$ cat config.mk
export PLATFORM = sky130hd
export DESIGN_NAME = sdwr_engine
export DESIGN_NICKNAME = d
export VERILOG_FILES = /design/src/rtl/sdwr_pkg.sv /design/src/rtl/sdwr_crc_lane.sv /design/src/rtl/sdwr_busy_timer.sv /design/src/rtl/sdwr_engine.sv
export SDC_FILE = /design/constraint.sdc
export NUM_CORES = 1
export LEC_CHECK = 0
export BUFFER_PORTS_ARGS = -buffer_cell sky130_fd_sc_hd__clkbuf_2
export CELL_PAD_IN_SITES_DETAIL_PLACEMENT = 0
export CELL_PAD_IN_SITES_GLOBAL_PLACEMENT = 2
export CORE_MARGIN = 3
export CORE_UTILIZATION = 35
export CTS_CLUSTER_DIAMETER = 120
export DETAILED_ROUTE_END_ITERATION = 7
export GPL_TIMING_DRIVEN = 0
export PLACE_DENSITY_LB_ADDON = 0.1
export SLEW_MARGIN = 20
export SYNTH_ARGS = -nofsm -noshare
export SYNTH_HDL_FRONTEND = slang
export SYNTH_SLANG_ARGS = --single-unit
$ cat constraint.sdc
create_clock -name clk -period 6.5 [get_ports clk]
set_clock_uncertainty 0.2 [all_clocks]
set_input_delay 1.625 -clock clk [delete_from_list [all_inputs] [get_ports clk]]
set_output_delay 1.625 -clock clk [all_outputs]
set_load 0.05 [all_outputs]
$ cat src/rtl/sdwr_pkg.sv
package sdwr_pkg;
    localparam int NLINES = 4;
    localparam logic [15:0] CRC_POLY = 16'h1021;
    localparam logic [2:0] TOK_OK = 3'b010;

    typedef enum logic [2:0] {
        S_IDLE, S_START, S_DATA, S_CRC, S_END, S_STAT, S_BUSY
    } st_e;
endpackage

$ cat src/rtl/sdwr_crc_lane.sv
module sdwr_crc_lane
    import sdwr_pkg::*;
(
    input  logic        clk,
    input  logic        rst_n,
    input  logic        clr,
    input  logic        en,
    input  logic        din,
    output logic [15:0] crc
);
    logic [15:0] crc_d, crc_q;
    logic        fb;

    always_comb begin
        crc_d = crc_q;
        fb    = crc_q[15] ^ din;
        if (clr) begin
            crc_d = '0;
        end else if (en) begin
            crc_d = {crc_q[14:0], 1'b0} ^ (fb ? CRC_POLY : 16'h0000);
        end
    end

    always_ff @(posedge clk or negedge rst_n) begin
        if (!rst_n) crc_q <= '0;
        else        crc_q <= crc_d;
    end

    assign crc = crc_q;
endmodule

$ cat src/rtl/sdwr_busy_timer.sv
module sdwr_busy_timer #(
    parameter int W = 16
) (
    input  logic         clk,
    input  logic         rst_n,
    input  logic         clr,
    input  logic         tick,
    input  logic [W-1:0] limit,
    output logic         expired
);
    logic [W-1:0] cnt_d, cnt_q;
    logic [W:0]   cnt_inc;

    always_comb begin
        cnt_inc = {1'b0, cnt_q} + 1'b1;
        expired = tick && (cnt_inc >= {1'b0, limit});
        cnt_d   = cnt_q;
        if (clr)       cnt_d = '0;
        else if (tick) cnt_d = cnt_inc[W-1:0];
    end

    always_ff @(posedge clk or negedge rst_n) begin
        if (!rst_n) cnt_q <= '0;
        else        cnt_q <= cnt_d;
    end
endmodule

$ cat src/rtl/sdwr_engine.sv
module sdwr_engine
    import sdwr_pkg::*;
#(
    parameter int LEN_W = 16,
    parameter int BLK_W = 12,
    parameter int TO_W  = 16
) (
    input  logic             clk,
    input  logic             rst_n,
    input  logic             start,
    input  logic [LEN_W-1:0] total_len,
    input  logic [BLK_W-1:0] blk_size,
    input  logic             wide,
    input  logic [TO_W-1:0]  busy_limit,
    input  logic             s_valid,
    input  logic [7:0]       s_data,
    output logic             s_ready,
    input  logic             dat0_in,
    output logic [3:0]       dat_out,
    output logic [3:0]       dat_oe,
    output logic             active,
    output logic             done,
    output logic             crc_err,
    output logic             to_err
);
    typedef struct packed {
        st_e              st;
        logic             wide;
        logic [BLK_W-1:0] blk;
        logic [TO_W-1:0]  lim;
        logic [LEN_W-1:0] left;
        logic [BLK_W-1:0] nbyte;
        logic [7:0]       sh;
        logic [2:0]       slot;
        logic [3:0]       cnt;
        logic [2:0]       tok;
        logic             done;
        logic             cerr;
        logic             terr;
    } regs_t;

    regs_t r_d, r_q;

    logic              crc_clr, crc_en;
    logic              tmr_clr, tmr_tick, tmr_exp;
    logic [NLINES-1:0] lane_bit;
    logic [15:0]       crc_w [NLINES];
    logic              last_slot, last_byte, want, adv;
    logic [3:0]        oe_act;

    // one CRC unit per data line
    for (genvar g = 0; g < NLINES; g++) begin : g_lane
        sdwr_crc_lane u_crc (
            .clk  (clk),
            .rst_n(rst_n),
            .clr  (crc_clr),
            .en   (crc_en),
            .din  (lane_bit[g]),
            .crc  (crc_w[g])
        );
    end

    sdwr_busy_timer #(.W(TO_W)) u_tmr (
        .clk    (clk),
        .rst_n  (rst_n),
        .clr    (tmr_clr),
        .tick   (tmr_tick),
        .limit  (r_q.lim),
        .expired(tmr_exp)
    );

    always_comb begin
        lane_bit  = r_q.wide ? r_q.sh[7:4] : {3'b000, r_q.sh[7]};
        last_slot = r_q.wide ? (r_q.slot == 3'd1) : (r_q.slot == 3'd7);
        last_byte = (r_q.nbyte == r_q.blk - 1'b1);
        want      = last_slot && !last_byte && (r_q.left != '0);
        adv       = !want || s_valid;
    end

    // next-state logic
    always_comb begin
        r_d      = r_q;
        s_ready  = 1'b0;
        crc_clr  = 1'b0;
        crc_en   = 1'b0;
        tmr_clr  = 1'b0;
        tmr_tick = 1'b0;
        unique case (r_q.st)
            S_IDLE: begin
                if (start) begin
                    r_d.wide = wide;
                    r_d.blk  = blk_size;
                    r_d.lim  = busy_limit;
                    r_d.left = total_len;
                    r_d.done = 1'b0;
                    r_d.cerr = 1'b0;
                    r_d.terr = 1'b0;
                    if (total_len == '0) r_d.done = 1'b1;
                    else                 r_d.st   = S_START;
                end
            end
            S_START: begin
                crc_clr = 1'b1;
                s_ready = 1'b1;
                if (s_valid) begin
                    r_d.sh    = s_data;
                    r_d.left  = r_q.left - 1'b1;
                    r_d.nbyte = '0;
                    r_d.slot  = '0;
                    r_d.st    = S_DATA;
                end
            end
            S_DATA: begin
                s_ready = want;
                if (adv) begin
                    crc_en   = 1'b1;
                    r_d.slot = last_slot ? 3'd0 : r_q.slot + 3'd1;
                    r_d.sh   = r_q.wide ? {r_q.sh[3:0], 4'h0} : {r_q.sh[6:0], 1'b0};
                    if (last_slot) begin
                        if (last_byte) begin
                            r_d.st  = S_CRC;
                            r_d.cnt = '0;
                        end else begin
                            r_d.nbyte = r_q.nbyte + 1'b1;
                            if (r_q.left != '0) begin
                                r_d.sh   = s_data;
                                r_d.left = r_q.left - 1'b1;
                            end else begin
                                r_d.sh = 8'h00;
                            end
                        end
                    end
                end
            end
            S_CRC: begin
                r_d.cnt = r_q.cnt + 4'd1;
                if (r_q.cnt == 4'd15) r_d.st = S_END;
            end
            S_END: begin
                r_d.st  = S_STAT;
                r_d.cnt = '0;
            end
            S_STAT: begin
                r_d.cnt = r_q.cnt + 4'd1;
                if (r_q.cnt >= 4'd1 && r_q.cnt <= 4'd3) r_d.tok = {r_q.tok[1:0], dat0_in};
                if (r_q.cnt == 4'd4) begin
                    if (r_q.tok == TOK_OK) begin
                        r_d.st  = S_BUSY;
                        tmr_clr = 1'b1;
                    end else begin
                        r_d.cerr = 1'b1;
                        r_d.st   = S_IDLE;
                    end
                end
            end
            S_BUSY: begin
                if (dat0_in) begin
                    tmr_clr = 1'b1;
                    if (r_q.left == '0) begin
                        r_d.done = 1'b1;
                        r_d.st   = S_IDLE;
                    end else begin
                        r_d.st = S_START;
                    end
                end else begin
                    tmr_tick = 1'b1;
                    if (tmr_exp) begin
                        r_d.terr = 1'b1;
                        r_d.st   = S_IDLE;
                    end
                end
            end
            default: r_d.st = S_IDLE;
        endcase
    end

    always_ff @(posedge clk or negedge rst_n) begin
        if (!rst_n) begin
            r_q      <= '0;
            r_q.st   <= S_IDLE;
        end else begin
            r_q <= r_d;
        end
    end

    // line drive
    always_comb begin
        oe_act  = r_q.wide ? 4'hF : 4'h1;
        dat_oe  = 4'h0;
        dat_out = 4'hF;
        unique case (r_q.st)
            S_START: begin
                dat_oe  = oe_act;
                dat_out = 4'h0;
            end
            S_DATA: begin
                dat_oe  = oe_act;
                dat_out = r_q.wide ? r_q.sh[7:4] : {3'b111, r_q.sh[7]};
            end
            S_CRC: begin
                dat_oe = oe_act;
                for (int i = 0; i < NLINES; i++) begin
                    if (oe_act[i]) dat_out[i] = crc_w[i][4'd15 - r_q.cnt];
                end
            end
            S_END: dat_oe = oe_act;
            default: ;
        endcase
    end

    assign active  = (r_q.st != S_IDLE);
    assign done    = r_q.done;
    assign crc_err = r_q.cerr;
    assign to_err  = r_q.terr;
endmodule

==> results of run 1 <==
## synth_stat cells (9+ instances only)
| master | number |
|---|---|
| xnor2_1 | 29 |
| clkbuf_1 | 48 |
| nor2_1 | 47 |
| nand2b_1 | 18 |
| mux2i_1 | 13 |
| o21ai_0 | 124 |
| dfrtp_1 | 161 |
| inv_1 | 34 |
| xor2_1 | 12 |
| nand2_1 | 230 |
| a21oi_1 | 33 |
| buf_2 | 9 |
| ha_1 | 24 |
| nand4_1 | 12 |
| a22o_1 | 22 |
| o21ai_1 | 10 |
| and3_1 | 10 |
| mux4_2 | 20 |
| nor3_1 | 18 |
| o31ai_1 | 14 |
| nand3_1 | 20 |
## final cells by class
type / count / area [sq um] / share of cell area
Buffer: 65 / 293 / 0.0274
Tap cell: 330 / 413 / 0.0387
Inverter: 35 / 131 / 0.0123
Multi-Input combinational cell: 773 / 4780 / 0.448
Timing Repair Buffer: 71 / 409 / 0.0383
Sequential cell: 161 / 4030 / 0.377
Clock inverter: 15 / 193 / 0.0180
Clock buffer: 17 / 425 / 0.0398
## worst paths after layout
check	startpoint	endpoint	slack, ns	cells after the start
worst max-delay path	r_q[6]$_DFFE_PN0P_	dat_out[3]	0.46	8
worst min-delay path	to_err$_DFFE_PN0P_	to_err$_DFFE_PN0P_	0.28	2
worst max register to register	u_tmr.cnt_q[0]$_DFFE_PN0P_	r_q[79]$_DFFE_PN0P_	2.29	15
worst min register to register	to_err$_DFFE_PN0P_	to_err$_DFFE_PN0P_	0.28	2
max in group asynchronous	rst_n	r_q[8]$_DFFE_PN0P_	4.54	2
min in group asynchronous	rst_n	r_q[74]$_DFFE_PN0P_	0.87	1
## layer usage
layer	vias to the layer above	track usage
li1	3826	-
met1	3765	0.276
met2	95	0.297
met3	14	0.0277
met4	0	0.0423
met5	-	0
## critical path, delay by kind of cell (launching register included)
family / cells / cell delay [ns]
AND/OR/NAND/NOR: 1 / 0.30
multiplexers: 2 / 1.16
buffers and inverters: 3 / 1.68
AO/OA/AOI/OAI: 2 / 0.27
flip-flops: 1 / 0.39
## sequential cells by signal, indices dropped and copies added, names as in the netlist
name / count
g_lane.u_crc.crc: 64
u_tmr.cnt_q: 16
done: 1
r_q: 78
crc_err: 1
to_err: 1
## layout by cell type, fill, tap and decap left out, types with 17 or more instances in the layout
cell type / count
inv_1: 34
xnor2_1: 29
clkbuf_1: 48
a22o_1: 22
a21oi_1: 33
dfrtp_1: 161
clkbuf_2: 68
o21ai_0: 124
nand2_1: 230
nor3_1: 18
nor2_1: 47
clkbuf_16: 17
nand2b_1: 18
nand3_1: 20
mux4_2: 20
ha_1: 24
## report_power, final
part	internal, mW	leakage [nW]	switching [mW]
clock network	0.556	0.295	0.506
logic	0.802	2.27	1.45
registers	1.30	2.13	0.254
total	2.66	4.69	2.21
## logic make-up (layout without fill, tap and decap cells)
logic type / Yosys count / in the layout
xor gates and xnor gates: 41 / 41
and+or+nand+nor: 406 / 406
adders and majority gates: 24 / 24
muxes: 39 / 39
DFF: 161 / 161
AOI/OAI and AO/OA: 263 / 263
buffers and inverters: 100 / 203
## metrics by stage
step,setup slack (ns),cells
2_1_floorplan,1.72,1034
3_3_place_gp,0.296,1433
4_1_cts,0.297,1467
6_report,0.456,1467
5_1_grt,0.175,1467
3_5_place_dp,0.773,1435
==> qor.txt, run 1 <==
status: complete, no violations
CP arrival: 4.22 ns
headroom to the max-slew limit: 0.358
row count: 58
final hold slack: 0.284 ns
WP data required: 4.68 ns
cells along the critical path: clkbuf_1 > clkbuf_1 > mux4_2 > mux4_2 > o22ai_1 > a21oi_1 > or2_2 > clkbuf_2
vias in the first global route: 7665
top-level I/O count: 71
H-tree depth: 4
Synth Flop Type: dfrtp_1
FMAX: 165 MHz
clk slew on worst S/H paths: 0.07 ns
Critical Path Max Stage Delay: 0.79 ns
CP max stage cell: clkbuf_1
layout cells sized above 1: 0.142
count of cell types in the netlist: 60
nets@finish: 1206
RSZ-0062 raised after global routing: no
met1 WL: 13400 um
ys async rst share: 1.00
mux contribution to synthesized area: 0.0702
Tcrit/Tclk final: 0.930
Die ar.: 0.0284 sq mm
Hold Violations, Final: 0
Max Used Layer: met4
clk sinks: 161
syn_nets: 1116
total power: 4.87 mW
HP Class: reg -> reg
Pleak: 4.69 nW
Post-Synth Simple-Gate Area: 0.200
total wire length: 26200 um
routed wl met3: 655 um
CTS buffer count: 17
vias per cell: 5.25
buffers added on ports: 69
pwr dens: 456 mW/mm^2
syn avg cell area: 8.93 sq um
Die X: 168 um
initial core utilization: 0.361
Worst setup SP type: flip-flop
Post-CTS Setup Bufs: 0
clk root buf: clkbuf_16
final setup TNS: 0 ns
number of diodes: 0
CTS tree: built
Max clock buf depth: 2
area share of the largest cell type after synthesis: 0.436
worst vdd ir: 0.331 mV
Synth Instances: 1034
Layout fillers: 2648
hold buffers post-CTS: 0
EDFF count, synth: 0
global router's overall resource usage: 0.189
final design utilization: 0.418
initial drt markers: 426
CP Capture Type: output pin
Synth area leader: dfrtp_1
Detail Route met2 WL: 11900 um
worst-margin pin slew: 0.963 ns
GP Congestion: 0.809
drt pass-1 iters: 5
initial antenna violation count: 0
wire length per cell: 17.9 um
Cell Area, Synth: 0.00923 sq mm
remaining antenna violation count after routing: 0
Area contributors post-synth: dfrtp_1, nand2_1, o21ai_0
Compound-Gate Fraction of Synth Area: 0.176
WS Path Type: reg -> out
chip height: 168 um
Crit Path Max Fanout: 10
DRC Markers: 0
Final setup viols: 0
dpl cell area: 0.0101 sq mm
clock period minus worst slack: 6.04 ns
via count: 7700
post-CTS sizing: 0
post-synthesis xor/xnor area fraction: 0.0389
flops & latches, synth: 161
Synth Warn #: 0
core area: 0.0255 sq mm
P&R area growth vs syn: 15.7%
Post-DP HPWL: 19100 um
first-pass GRT wire length: 43100 um
Seq/Total Area, Yosys: 0.436
Clock Latency Late Sink: 0.45 ns
Design Area, Final: 0.0107 sq mm
Max Slew Vio Count: 0
main combinational cell family by area after synthesis: simple AND/OR/NAND/NOR gates
Max Cap Violations: 0
total global routing overflow: 0
largest net degree at the start of global routing: 77
adder-cell share of the synthesized area: 0.0325
Note: power is estimated with default switching activity, not from simulation.
==> inputs of run 2 (changes only) <==
- CORE_UTILIZATION: 35 -> 41
==> qor.txt, run 2 (synthesis results as in run 1) <==
CTS buffer count: 17 (unchanged)
CP arrival: 4.11 ns (was 4.22 ns)
final hold slack: 0.299 ns (was 0.284 ns)
CTS tree: built (unchanged)
Clock Latency Late Sink: 0.43 ns (was 0.45 ns)
Reg area: 0.00403 sq mm (unchanged)
drt pass-1 iters: 5 (unchanged)
max reg flops: 78 (unchanged)
row count: 54 (was 58)
largest net degree at the start of global routing: 70 (was 77)
first-pass GRT wire length: 40600 um (was 43100 um)
clk sinks: 161 (unchanged)
sum of buffers and inverters on the critical path: 3 (unchanged)
DRC Markers: 0 (unchanged)
global router's overall resource usage: 0.209 (was 0.189)
dpl cell area: 0.00999 sq mm (was 0.0101 sq mm)
H-tree depth: 4 (unchanged)
cells along the critical path: clkbuf_1 > clkbuf_1 > mux4_2 > mux4_2 > o22ai_1 > a21oi_1 > or2_2 > clkbuf_2 (unchanged)
CP max stage cell: clkbuf_1 (unchanged)
wire length per cell: 17.3 um (was 17.9 um)
WS Path Type: reg -> out (unchanged)
switch share: 0.443 (was 0.454)
R2R Path End: r_q[79]$_DFFE_PN0P_ (unchanged)
Cell Int Power: 2.69 mW (was 2.66 mW)
net switching power: 2.14 mW (was 2.21 mW)
remaining antenna violation count after routing: 0 (unchanged)
Max Used Layer: met4 (unchanged)
Seq pwr share: 0.323 (was 0.319)
top-level I/O count: 71 (unchanged)
FF-to-FF Start: u_tmr.cnt_q[0]$_DFFE_PN0P_ (unchanged)
reg2reg path depth: 15 (unchanged)
headroom to the max-slew limit: 0.248 (was 0.358)
Max Cap Violations: 0 (unchanged)
CP Capture Type: output pin (unchanged)
post-route setup slack: 0.568 ns (was 0.456 ns)
Max clock buf depth: 2 (unchanged)
Comb pwr share: 0.464 (was 0.463)
Final setup viols: 0 (unchanged)
core area: 0.0220 sq mm (was 0.0255 sq mm)
initial drt markers: 516 (was 426)
Tcrit/Tclk final: 0.913 (was 0.930)
routed wl met3: 881 um (was 655 um)
FMAX: 169 MHz (was 165 MHz)
final setup TNS: 0 ns (unchanged)
Post-DP HPWL: 17700 um (was 19100 um)
Critical Path Max Stage Delay: 0.74 ns (was 0.79 ns)
most common cell after layout, fill and taps aside: nand2_1 (unchanged)
via count: 7779 (was 7700)
Clock Power Share: 0.213 (was 0.218)
pwr dens: 456 mW/mm^2 (about the same)
largest register by flop count: r_q (unchanged)
Crit Path Max Fanout: 10 (unchanged)
status: complete, no violations (unchanged)
GP Congestion: 0.781 (was 0.809)
clk slew on worst S/H paths: 0.07 ns (about the same)
total global routing overflow: 0 (unchanged)
number of diodes: 0 (unchanged)
Design Area, Final: 0.0106 sq mm (was 0.0107 sq mm)
Hold Violations, Final: 0 (unchanged)
P&R area growth vs syn: 14.7% (was 15.7%)
Die X: 156 um (was 168 um)
buffers added on ports: 69 (unchanged)
CP Launch Point: r_q[6]$_DFFE_PN0P_ (unchanged)
final design utilization: 0.482 (was 0.418)
initial core utilization: 0.420 (was 0.361)
CP endpoint: dat_out[3] (unchanged)
Layout fillers: 2118 (was 2648)
vias per cell: 5.49 (was 5.25)
nets@finish: 1206 (unchanged)
clk root buf: clkbuf_16 (unchanged)
total wire length: 24600 um (was 26200 um)
vias in the first global route: 7546 (was 7665)
chip height: 156 um (was 168 um)
Pleak: 4.69 nW (about the same)
Worst setup SP type: flip-flop (unchanged)
CP top delay family: buffers and inverters (unchanged)
dpl ws: 0.949 ns (was 0.773 ns)
hold buffers post-CTS: 0 (unchanged)
post-CTS sizing: 0 (unchanged)
Die ar.: 0.0244 sq mm (was 0.0284 sq mm)
Detail Route met2 WL: 10800 um (was 11900 um)
layout cells sized above 1: 0.141 (was 0.142)
clock period minus worst slack: 5.93 ns (was 6.04 ns)
R2R setup slack: 2.47 ns (was 2.29 ns)
WP data required: 4.68 ns (about the same)
worst vdd ir: 0.435 mV (was 0.331 mV)
Post-CTS Setup Bufs: 0 (unchanged)
initial antenna violation count: 0 (unchanged)
Multi-input gate area: 0.00478 sq mm (about the same)
most frequent cells in the layout: nand2_1, dfrtp_1, o21ai_0 (unchanged)
Max Slew Vio Count: 0 (unchanged)
HP Class: reg -> reg (unchanged)
Levels on crit path: 8 (unchanged)
met1 WL: 12700 um (was 13400 um)
RSZ-0062 raised after global routing: no (unchanged)
worst-margin pin slew: 1.12 ns (was 0.963 ns)
run 2: power by group through the flow:
stage / clock network [mW] / logic, mW / registers [mW]
after floorplan: 0 / 1.65 / 1.51
after global placement: 0 / 2.23 / 1.57
after detailed placement: 0 / 2.25 / 1.57
after CTS: 1.05 / 2.25 / 1.55
after global routing: 1.09 / 2.50 / 1.60
final: 1.03 / 2.24 / 1.56
run 2: final cells by class:
type	instances	area share
buffer	65	0.0277
multi-input combinational	773	0.451
tap	280	0.0331
sequential	161	0.381
timing repair buffer	71	0.0386
clock buffer	19	0.0418
clock inverter	13	0.0144
inverter	35	0.0124
run 2: metal layers:
layer,vias up,GRT usage
li1,3821,-
met2,142,0.317
met3,13,0.0347
met5,-,0
met1,3803,0.317
met4,0,0.0425
run 2: worst min path at each step:
stage | from | endpoint | depth (start not counted)
final | r_q[46]$_DFFE_PN0P_ | r_q[46]$_DFFE_PN0P_ | 1
after global routing | g_lane[3].u_crc.crc[5]$_DFFE_PN0P_ | g_lane[3].u_crc.crc[6]$_DFFE_PN0P_ | 2
after CTS | r_q[46]$_DFFE_PN0P_ | r_q[46]$_DFFE_PN0P_ | 1
after detailed placement | r_q[46]$_DFFE_PN0P_ | r_q[46]$_DFFE_PN0P_ | 1
after global placement | to_err$_DFFE_PN0P_ | to_err$_DFFE_PN0P_ | 2
after floorplan | r_q[49]$_DFFE_PN0P_ | r_q[49]$_DFFE_PN0P_ | 2
run 2: metrics by stage:
step                power (mW)  std cells
floorplan                 3.16       1034
global placement          3.80       1383
detailed placement        3.81       1385
global route              5.20       1417
CTS                       4.86       1417
finish                    4.82       1417
==> inputs of run 3 (changes only) <==
- PLACE_DENSITY: default -> 0.91
- PLACE_DENSITY_LB_ADDON: 0.1 -> default
- clock period: 6.5 -> 7.48 ns (I/O delays scaled with it)
==> qor.txt, run 3 (synthesis results as in run 1) <==
met1 WL: 11800 um (was 12700 um)
CP Capture Type: output pin (unchanged)
buffers added on ports: 69 (unchanged)
pwr dens: 402 mW/mm^2 (was 456 mW/mm^2)
CP max stage cell: clkbuf_1 (unchanged)
Clock Latency Late Sink: 0.43 ns (about the same)
Crit Path Max Fanout: 10 (unchanged)
Detail Route met2 WL: 11600 um (was 10800 um)
final hold slack: 0.296 ns (was 0.299 ns)
Worst setup SP type: flip-flop (unchanged)
clk root buf: clkbuf_16 (unchanged)
CP arrival: 4.19 ns (was 4.11 ns)
global router's overall resource usage: 0.208 (was 0.209)
FMAX: 160 MHz
post-CTS sizing: 0 (unchanged)
remaining antenna violation count after routing: 0 (unchanged)
DRC Markers: 0 (unchanged)
largest net degree at the start of global routing: 85 (was 70)
most common cell after layout, fill and taps aside: nand2_1 (unchanged)
core area: 0.0220 sq mm (unchanged)
final setup TNS: 0 ns (unchanged)
Hold Violations, Final: 0 (unchanged)
worst-margin pin slew: 0.978 ns (was 1.12 ns)
initial antenna violation count: 0 (unchanged)
Post-DP HPWL: 17700 um (about the same)
H-tree depth: 4 (unchanged)
Seq pwr share: 0.317 (was 0.323)
placed cell count: 1384 (was 1385)
Tcrit/Tclk final: 0.837
Cell Int Power: 2.42 mW (was 2.69 mW)
CP top delay family: buffers and inverters (unchanged)
clk slew on worst S/H paths: 0.06 ns (was 0.07 ns)
top-level I/O count: 71 (unchanged)
Max Used Layer: met4 (unchanged)
Multi-input gate area: 0.00478 sq mm (about the same)
Final setup viols: 0 (unchanged)
clk sinks: 161 (unchanged)
Post-Layout Cell Count: 1416 (was 1417)
net switching power: 1.85 mW (was 2.14 mW)
most frequent cells in the layout: nand2_1, dfrtp_1, o21ai_0 (unchanged)
initial core utilization: 0.420 (unchanged)
CTS buffer count: 17 (unchanged)
total wire length: 24600 um (about the same)
routed wl met3: 768 um (was 881 um)
vias in the first global route: 7736 (was 7546)
Comb pwr share: 0.458 (was 0.464)
Max Slew Vio Count: 0 (unchanged)
GP Congestion: 0.809 (was 0.781)
Max Cap Violations: 0 (unchanged)
max reg flops: 78 (unchanged)
WP data required: 5.41 ns (was 4.68 ns)
vias per cell: 5.47 (was 5.49)
via count: 7743 (was 7779)
Post-CTS Setup Bufs: 0 (unchanged)
switch share: 0.433 (was 0.443)
Layout fillers: 2156 (was 2118)
wire length per cell: 17.4 um (was 17.3 um)
largest register by flop count: r_q (unchanged)
CTS tree: built (unchanged)
WS Path Type: reg -> out (unchanged)
Critical Path Max Stage Delay: 0.80 ns (was 0.74 ns)
Die ar.: 0.0244 sq mm (unchanged)
Reg area: 0.00403 sq mm (unchanged)
sum of buffers and inverters on the critical path: 3 (unchanged)
number of diodes: 0 (unchanged)
cells along the critical path: clkbuf_1 > clkbuf_1 > mux4_2 > mux4_2 > o22ai_1 > a21oi_1 > or2_2 > clkbuf_2 (unchanged)
initial drt markers: 452 (was 516)
worst vdd ir: 0.211 mV (was 0.435 mV)
total global routing overflow: 0 (unchanged)
chip height: 156 um (unchanged)
nets@finish: 1205 (was 1206)
drt pass-1 iters: 5 (unchanged)
status: complete, no violations (unchanged)
first-pass GRT wire length: 40700 um (was 40600 um)
headroom to the max-slew limit: 0.348 (was 0.248)
Die X: 156 um (unchanged)
hold buffers post-CTS: 0 (unchanged)
P&R area growth vs syn: 15.0% (was 14.7%)
clock period minus worst slack: 6.26 ns
Clock Power Share: 0.225 (was 0.213)
layout cells sized above 1: 0.141 (about the same)
HP Class: reg -> reg (unchanged)
Pleak: 4.70 nW (was 4.69 nW)
row count: 54 (unchanged)
Max clock buf depth: 2 (unchanged)
RSZ-0062 raised after global routing: no (unchanged)
[run 3: cell count changes in the layout (fill, tap and decap cells not counted), sizes merged]
cell	before	now
bufinv	2	4
clkbuf	136	138
clkinv	6	4
inv	38	36
buf	19	18
[run 3: per-layer routing]
metal,global-route usage,vias up
li1,-,3821
met1,0.288,3785
met4,0.0530,0
met3,0.0397,21
met2,0.337,116
met5,0,-
[run 3: layout make-up]
type                    instances  area share
repair buffers                 70      0.0360
well taps                     280      0.0330
multi-input cells             773       0.451
clock buffers                  21      0.0443
plain buffers                  65      0.0276
clock inverters                11      0.0165
inverters                      35      0.0124
flip-flops and latches        161       0.380
[run 3: worst paths after layout]
kind,startpoint,end,slack (ns),cells after the start
max,r_q[6]$_DFFE_PN0P_,dat_out[1],1.22,8
min,r_q[46]$_DFFE_PN0P_,r_q[46]$_DFFE_PN0P_,0.30,1
max reg2reg,u_tmr.cnt_q[0]$_DFFE_PN0P_,r_q[80]$_DFFE_PN0P_,3.51,15
min reg2reg,r_q[46]$_DFFE_PN0P_,r_q[46]$_DFFE_PN0P_,0.30,1
max in group asynchronous,rst_n,g_lane[2].u_crc.crc[6]$_DFFE_PN0P_,4.97,2
min in group asynchronous,rst_n,r_q[30]$_DFFE_PN0P_,1.25,1
[run 3: power groups by stage]
stage                     Clock [mW]  Sequential [mW]  Combinational (mW)
after detailed placement           0             1.37                1.95
after global placement             0             1.36                1.94
final                          0.960             1.35                1.95
after CTS                      0.981             1.35                1.96
after floorplan                    0             1.31                1.43
after global routing            1.02             1.39                2.17
[run 3: through the flow]
step / utilization / worst slack, ns / instance area [sq um] / power, mW
2_1_floorplan: - / 2.46 / 9230 / 2.75
3_3_place_gp: 0.452 / 1.21 / 9930 / 3.30
3_5_place_dp: 0.454 / 1.64 / 9960 / 3.32
4_1_cts: 0.483 / 1.18 / 10600 / 4.29
5_1_grt: 0.483 / 0.973 / 10600 / 4.59
6_report: 0.483 / 1.22 / 10600 / 4.26
